<file path="src/rtl/rx_pkg.sv">
package rx_pkg;

    // Mode word layout, bit 3 down to bit 0.
    typedef struct packed {
        logic sync_sel;
        logic two_stop;
        logic odd_sense;
        logic par_on;
    } mode_t;

    typedef enum logic [2:0] {
        S_WAIT_HI,
        S_IDLE,
        S_START,
        S_DATA,
        S_PAR,
        S_STOP
    } rx_state_e;

endpackage

</file>
<file path="src/rtl/rx_line_sync.sv">
module rx_line_sync #(
    parameter int STAGES = 2
) (
    input  logic clk,
    input  logic rst_n,
    input  logic line_i,
    output logic line_o
);
    logic [STAGES-1:0] sync_d, sync_q;

    generate
        if (STAGES == 1) begin : g_one
            always_comb sync_d = line_i;
        end else begin : g_many
            always_comb sync_d = {sync_q[STAGES-2:0], line_i};
        end
    endgenerate

    // Reset to low: the receiver must then see a real high level first.
    always_ff @(posedge clk or negedge rst_n) begin
        if (!rst_n) sync_q <= '0;
        else        sync_q <= sync_d;
    end

    assign line_o = sync_q[STAGES-1];
endmodule

</file>
<file path="src/rtl/rx_tick_gen.sv">
module rx_tick_gen #(
    parameter int DIV_W = 8
) (
    input  logic             clk,
    input  logic             rst_n,
    input  logic [DIV_W-1:0] div_i,
    output logic             tick_o
);
    logic [DIV_W-1:0] cnt_d, cnt_q;

    // Greater-or-equal keeps the divider sane if div_i shrinks mid-count.
    always_comb begin
        tick_o = (cnt_q >= div_i);
        cnt_d  = tick_o ? '0 : cnt_q + 1'b1;
    end

    always_ff @(posedge clk or negedge rst_n) begin
        if (!rst_n) cnt_q <= '0;
        else        cnt_q <= cnt_d;
    end

    // with a non-zero divider, ticks never fall on adjacent clocks
    p_tick_spacing_r2: assert property (@(posedge clk) disable iff (!rst_n)
        (tick_o && div_i != '0) |=> (!tick_o || div_i == '0));
endmodule

</file>
<file path="src/rtl/rx_parity_chk.sv">
module rx_parity_chk #(
    parameter int W = 8
) (
    input  logic [W-1:0] data_i,
    input  logic         par_i,
    input  logic         odd_i,
    output logic         err_o
);
    // Even sense: error on odd total; odd sense: error on even total.
    assign err_o = ^{data_i, par_i, odd_i};
endmodule

</file>
<file path="src/rtl/rx_frame_fsm.sv">
module rx_frame_fsm
    import rx_pkg::*;
#(
    parameter int W   = 8,
    parameter int OVS = 16
) (
    input  logic         clk,
    input  logic         rst_n,
    input  logic         tick_i,
    input  logic         line_i,
    input  mode_t        mode_i,
    output logic [W-1:0] data_o,
    output logic         valid_o,
    output logic         perr_o,
    output logic         ferr_o
);
    localparam int PH_W  = $clog2(OVS);
    localparam int IDX_W = (W > 1) ? $clog2(W) : 1;
    localparam logic [PH_W-1:0]  PH_MID  = PH_W'(OVS / 2 - 1);
    localparam logic [PH_W-1:0]  PH_LAST = PH_W'(OVS - 1);
    localparam logic [IDX_W-1:0] IDX_END = IDX_W'(W - 1);

    typedef struct packed {
        rx_state_e        st;
        logic [PH_W-1:0]  ph;
        logic [IDX_W-1:0] idx;
        logic [W-1:0]     sh;
        logic             chk_par;
        logic             odd;
        logic             pbit;
        logic [W-1:0]     dout;
        logic             vld;
        logic             pe;
        logic             fe;
    } fsm_t;

    fsm_t q, d;
    logic par_err;

    // Stop length does not alter reception; the bit is deliberately unread.
    logic stop_len_unused;
    assign stop_len_unused = mode_i.two_stop;

    rx_parity_chk #(.W(W)) u_par (
        .data_i (q.sh),
        .par_i  (q.pbit),
        .odd_i  (q.odd),
        .err_o  (par_err)
    );

    always_comb begin
        d     = q;
        d.vld = 1'b0;
        d.pe  = 1'b0;
        d.fe  = 1'b0;
        if (tick_i) begin
            unique case (q.st)
                S_WAIT_HI: if (line_i) d.st = S_IDLE;
                S_IDLE: if (!line_i) begin
                    d.st      = S_START;
                    d.ph      = '0;
                    d.chk_par = mode_i.par_on && !mode_i.sync_sel;
                    d.odd     = mode_i.odd_sense;
                end
                S_START: begin
                    if (q.ph == PH_MID) begin
                        d.ph  = '0;
                        d.idx = '0;
                        d.st  = line_i ? S_IDLE : S_DATA;
                    end else begin
                        d.ph = q.ph + 1'b1;
                    end
                end
                S_DATA: begin
                    if (q.ph == PH_LAST) begin
                        d.ph = '0;
                        d.sh = {line_i, q.sh[W-1:1]};
                        if (q.idx == IDX_END) d.st = q.chk_par ? S_PAR : S_STOP;
                        else                  d.idx = q.idx + 1'b1;
                    end else begin
                        d.ph = q.ph + 1'b1;
                    end
                end
                S_PAR: begin
                    if (q.ph == PH_LAST) begin
                        d.ph   = '0;
                        d.pbit = line_i;
                        d.st   = S_STOP;
                    end else begin
                        d.ph = q.ph + 1'b1;
                    end
                end
                S_STOP: begin
                    if (q.ph == PH_LAST) begin
                        d.ph   = '0;
                        d.vld  = 1'b1;
                        d.dout = q.sh;
                        d.pe   = q.chk_par && par_err;
                        d.fe   = !line_i;
                        d.st   = line_i ? S_IDLE : S_WAIT_HI;
                    end else begin
                        d.ph = q.ph + 1'b1;
                    end
                end
                default: d.st = S_WAIT_HI;
            endcase
        end
    end

    always_ff @(posedge clk or negedge rst_n) begin
        if (!rst_n) begin
            q    <= '0;
            q.st <= S_WAIT_HI;
        end else begin
            q <= d;
        end
    end

    assign data_o  = q.dout;
    assign valid_o = q.vld;
    assign perr_o  = q.pe;
    assign ferr_o  = q.fe;

    // a low line in the wait state never opens a character
    p_no_start_before_high_r1: assert property (@(posedge clk) disable iff (!rst_n)
        (q.st == S_WAIT_HI && !line_i) |=> (q.st == S_WAIT_HI));

    // the strobe lasts one clock
    p_strobe_single_r10: assert property (@(posedge clk) disable iff (!rst_n)
        q.vld |=> !q.vld);

    // flags appear only together with the strobe
    p_flags_with_strobe_r10: assert property (@(posedge clk) disable iff (!rst_n)
        !q.vld |-> (!q.pe && !q.fe));

    // a character without parity never reports a parity error
    p_no_perr_unchecked_r7: assert property (@(posedge clk) disable iff (!rst_n)
        (q.vld && !q.chk_par) |-> !q.pe);

    // a framing error leads into the wait-for-high state
    p_ferr_waits_r8: assert property (@(posedge clk) disable iff (!rst_n)
        q.fe |-> (q.st == S_WAIT_HI));

    // captured mode stays fixed while a character is in flight
    p_mode_frozen_r11: assert property (@(posedge clk) disable iff (!rst_n)
        (q.st != S_IDLE && q.st != S_WAIT_HI) |=> ($stable(q.chk_par) && $stable(q.odd)));
endmodule

</file>
<file path="src/rtl/serial_char_rx.sv">
module serial_char_rx
    import rx_pkg::*;
#(
    parameter int DATA_W   = 8,
    parameter int OVS      = 16,
    parameter int DIV_W    = 8,
    parameter int SYNC_STG = 2
) (
    input  logic              clk,
    input  logic              rst_n,
    input  logic [DIV_W-1:0]  sample_div,
    input  logic [3:0]        mode,
    input  logic              rx_line,
    output logic [DATA_W-1:0] rx_data,
    output logic              rx_valid,
    output logic              rx_perr,
    output logic              rx_ferr
);
    logic  line_s;
    logic  tick;
    mode_t mode_w;

    assign mode_w = mode_t'(mode);

    rx_line_sync #(.STAGES(SYNC_STG)) u_sync (
        .clk    (clk),
        .rst_n  (rst_n),
        .line_i (rx_line),
        .line_o (line_s)
    );

    rx_tick_gen #(.DIV_W(DIV_W)) u_tick (
        .clk    (clk),
        .rst_n  (rst_n),
        .div_i  (sample_div),
        .tick_o (tick)
    );

    rx_frame_fsm #(.W(DATA_W), .OVS(OVS)) u_fsm (
        .clk     (clk),
        .rst_n   (rst_n),
        .tick_i  (tick),
        .line_i  (line_s),
        .mode_i  (mode_w),
        .data_o  (rx_data),
        .valid_o (rx_valid),
        .perr_o  (rx_perr),
        .ferr_o  (rx_ferr)
    );
endmodule

</file>
<file path="config.mk">
export PLATFORM = sky130hd
export DESIGN_NAME = serial_char_rx
export DESIGN_NICKNAME = d
export VERILOG_FILES = /design/src/rtl/rx_pkg.sv /design/src/rtl/rx_line_sync.sv /design/src/rtl/rx_tick_gen.sv /design/src/rtl/rx_parity_chk.sv /design/src/rtl/rx_frame_fsm.sv /design/src/rtl/serial_char_rx.sv
export SDC_FILE = /design/constraint.sdc
export NUM_CORES = 1
export LEC_CHECK = 0
export BUFFER_PORTS_ARGS = -buffer_cell sky130_fd_sc_hd__buf_2
export CAP_MARGIN = 20
export CORE_MARGIN = 2
export CORE_UTILIZATION = 45
export DETAILED_ROUTE_END_ITERATION = 8
export GPL_TIMING_DRIVEN = 0
export PLACE_DENSITY = 0.68
export SETUP_SLACK_MARGIN = 0.15
export SLEW_MARGIN = 20
export SYNTH_ARGS = -nofsm -noshare
export SYNTH_HDL_FRONTEND = slang
export SYNTH_SLANG_ARGS = --single-unit
</file>
<file path="constraint.sdc">
create_clock -name clk -period 2.05 [get_ports clk]
set_clock_uncertainty 0.2 [all_clocks]
set_input_delay 0.3075 -clock clk [delete_from_list [all_inputs] [get_ports clk]]
set_output_delay 0.3075 -clock clk [all_outputs]
set_load 0.05 [all_outputs]
</file>
==> impl_metrics.yaml <==
place:
  port_buffers: 24
  hpwl_um: 2810
  gp_congestion: 0.764
  dpl.cell_count: 295
yosys:
  ys.flop_type: "dfrtp_1"
  synth_most_common_cell: "dfrtp_1"
  synth_area_per_cell_um2: 11.1
  syn_inst: 204
  yosysTopAreaCellShare: 0.462
  synth_seq_cells: 42
  ys_async_sr_fraction: 1.00
  synth_top_area_cell: "dfrtp_1"
  synth_edf_count: 0
  yosysUniqueCellTypes: 41
  ys_top_cells_by_count: "dfrtp_1, mux2_2, nor2_1"
  syn_area_um2: 2270
  yosysWarnings: 0
  synthTopCellsByArea: "dfrtp_1, mux2_2, ha_1, xnor2_1, xor2_1"
  synth_nets: 231
  seq_area_frac_synth: 0.462
clocking:
  insertion_delay_ns: 0.30
  ctsHtreeMaxLevel: 2
  cts_root_buffer: "clkbuf_8"
  clkTransAtPathRegs_ns: 0.08
  numCtsBuffers: 5
  cts_tree: "yes"
  cts.sink_count: 42
  max-clock-path-buffers: 2
finish:
  n_antenna_cell: 0
  n_fill_cell: 378
  stdcell_count: 320
  layout-drive-gt1-share: 0.435
  final_nets: 279
  syn_to_final_growth_pct: 30.4
drt:
  num_vias: 1680
  antenna_left: 0
  drc: 0
  vias_per_cell: 5.25
  wl_per_cell_um: 14.9
  drtIter0Drc: 149
  drt_wl_total_um: 4760
  drt_pass1_iterations: 4
global_routing:
  grt_max_degree: 43
  antenna_found_initial: 0
  grt_first_pass_wirelength_um: 7620
  grt_pass1_vias: 1595
  overflow: 0
  track_usage: 0.181
critical_path:
  cp.required_ns: 2.04
  crit_family: "compound AO/OA/AOI/OAI gates"
  crit_type: "reg -> reg"
  start_kind: "flop"
  cp_max_fo: 8
  end_kind: "flop"
  path_cells: "ha_1 > nor2b_1 > o211ai_1 > a311oi_4 > buf_6 > o21ai_4 > buf_12 > mux2_2"
  crit_buf_inv: 2
  worst_path_largest_cell_delay_ns: 0.41
  cp.arrival_ns: 2.35
  critical_path.slowest_cell: "dfrtp_1"
power_and_ir_drop:
  ir_worst_vdd_mv: 0.596
  p_switching_mw: 1.15
  p_clk_frac: 0.182
  power.leakage_nw: 1.49
  p_total_mw: 2.96
  p_int_mw: 1.81
  comb_power_share: 0.440
  sequentialPowerShare: 0.378
  swShare: 0.388
  powerDensity_nw_per_um2: 998
sta:
  rsz0062_at_grt: "true"
  worstMarginPinSlew_ns: 0.935
  final.setup.worst_slack_ns: -0.313
  fin_crit_sh: 1.15
  period_needed_ns: 2.36
  timing.slew.headroom: 0.377
  setup_viol: 40
  final-max-slew-violation-count: 0
  fmax_mhz: 423
  hold_viol_final: 0
run:
  maxCapViolCount: 0
floorplanning:
  die_w_um: 75.1
  fp.dieH_um: 75.1
  coreArea_um2: 4790
  io_pins: 26
  die-area_um2: 5640
  start_util: 0.475
  placementRows: 25
min_path:
  hold_class: "in -> reg"
status:
  violations: "setup timing"
  status: "finished with violations"
## layout make-up
cell class,count,area (um2),share of cell area
Multi-Input combinational cell,134,1280,0.432
Clock buffer,6,72.6,0.0245
Tap cell,67,83.8,0.0283
Sequential cell,42,1050,0.355
Inverter,14,52.6,0.0177
Clock inverter,2,13.8,0.00464
Timing Repair Buffer,41,304,0.103
Buffer,14,104,0.0350
## logic make-up after synthesis
group                    share of synthesized area
buffers and inverters                       0.0649
AO/OA/AOI/OAI                                0.123
multiplexers                                 0.111
flip-flops                                   0.462
adder cells (fa/ha/maj)                     0.0660
AND/OR/NAND/NOR                              0.108
XOR/XNOR                                    0.0655
## sequential cells by signal (all words and copies together) (netlist names)
register	flops
u_fsm.data_o	8
u_fsm.ferr_o	1
u_fsm.perr_o	1
u_fsm.q	21
u_fsm.valid_o	1
u_sync.sync_q	2
u_tick.cnt_q	8
## path summary, 6_finish.rpt
| kind | from | slack [ns] | cells after the start | endpoint |
|---|---|---|---|---|
| worst min register to register | u_sync.sync_q[0] | 0.16 | 0 | u_sync.sync_q[1] |
| max in group asynchronous | rst_n | 0.53 | 2 | u_tick.cnt_q[0] |
| worst max register to register | u_tick.cnt_q[1] | -0.31 | 8 | u_fsm.q[19] |
| worst max-delay path | u_tick.cnt_q[1] | -0.31 | 8 | u_fsm.q[19] |
| worst min-delay path | mode[1] | 0.05 | 2 | u_fsm.q[12] |
| min in group asynchronous | rst_n | 0.47 | 2 | u_fsm.q[25] |
## power by group through the flow
stage	combinational, mW	clock [mW]	sequential [mW]
2_1_floorplan	0.707	0	1.10
5_1_grt	1.41	0.593	1.14
6_report	1.30	0.539	1.12
3_3_place_gp	0.843	0	1.14
4_1_cts	1.12	0.547	1.13
3_5_place_dp	0.870	0	1.15
## what timing repair did
| item | in CTS | in global routing |
|---|---|---|
| resized for setup | 34 | 16 |
| endpoints found under the hold margin | 43 | 0 |
| buffers inserted | 11 | 4 |
| setup endpoints to repair | 40 | 40 |
| pin swaps | 16 | 11 |
| hold buffers | 2 | 0 |
## per-stage QoR
step	hold WS (ns)	setup slack, ns	setup TNS, ns	utilization	instance area (um2)
after global placement	0.136	-0.391	-10.62	0.525	2510
after floorplan	-0.188	-0.171	-3.40	-	2310
final	0.0477	-0.313	-9.43	0.620	2970
after CTS	0.0505	-0.336	-10.44	0.596	2850
after detailed placement	0.138	-0.403	-11.28	0.525	2510
after global routing	0.0544	-0.378	-12.19	0.620	2970
## layout by cell type (no fill, tap or decap), types with 7 or more instances in the layout
| cell type | synthesis | routed |
|---|---|---|
| nor2_4 | 0 | 8 |
| buf_6 | 1 | 9 |
| xor2_1 | 8 | 8 |
| nor2_1 | 15 | 7 |
| mux2_4 | 1 | 11 |
| buf_2 | 4 | 26 |
| buf_4 | 8 | 14 |
| xnor2_1 | 9 | 9 |
| mux2_2 | 21 | 11 |
| inv_1 | 14 | 13 |
| ha_1 | 12 | 12 |
| dfrtp_1 | 42 | 41 |
| nand2_1 | 8 | 8 |
## per-layer routing
layer	GRT usage	vias to the layer above	wire length, um	part of all wire
li1	-	796	-	-
met1	0.242	820	2180	0.46
met2	0.280	50	2220	0.47
met3	0.0428	14	226	0.048
met4	0.0794	0	132	0.028
met5	0	-	0	0
Power figures use the tool's default switching activity.
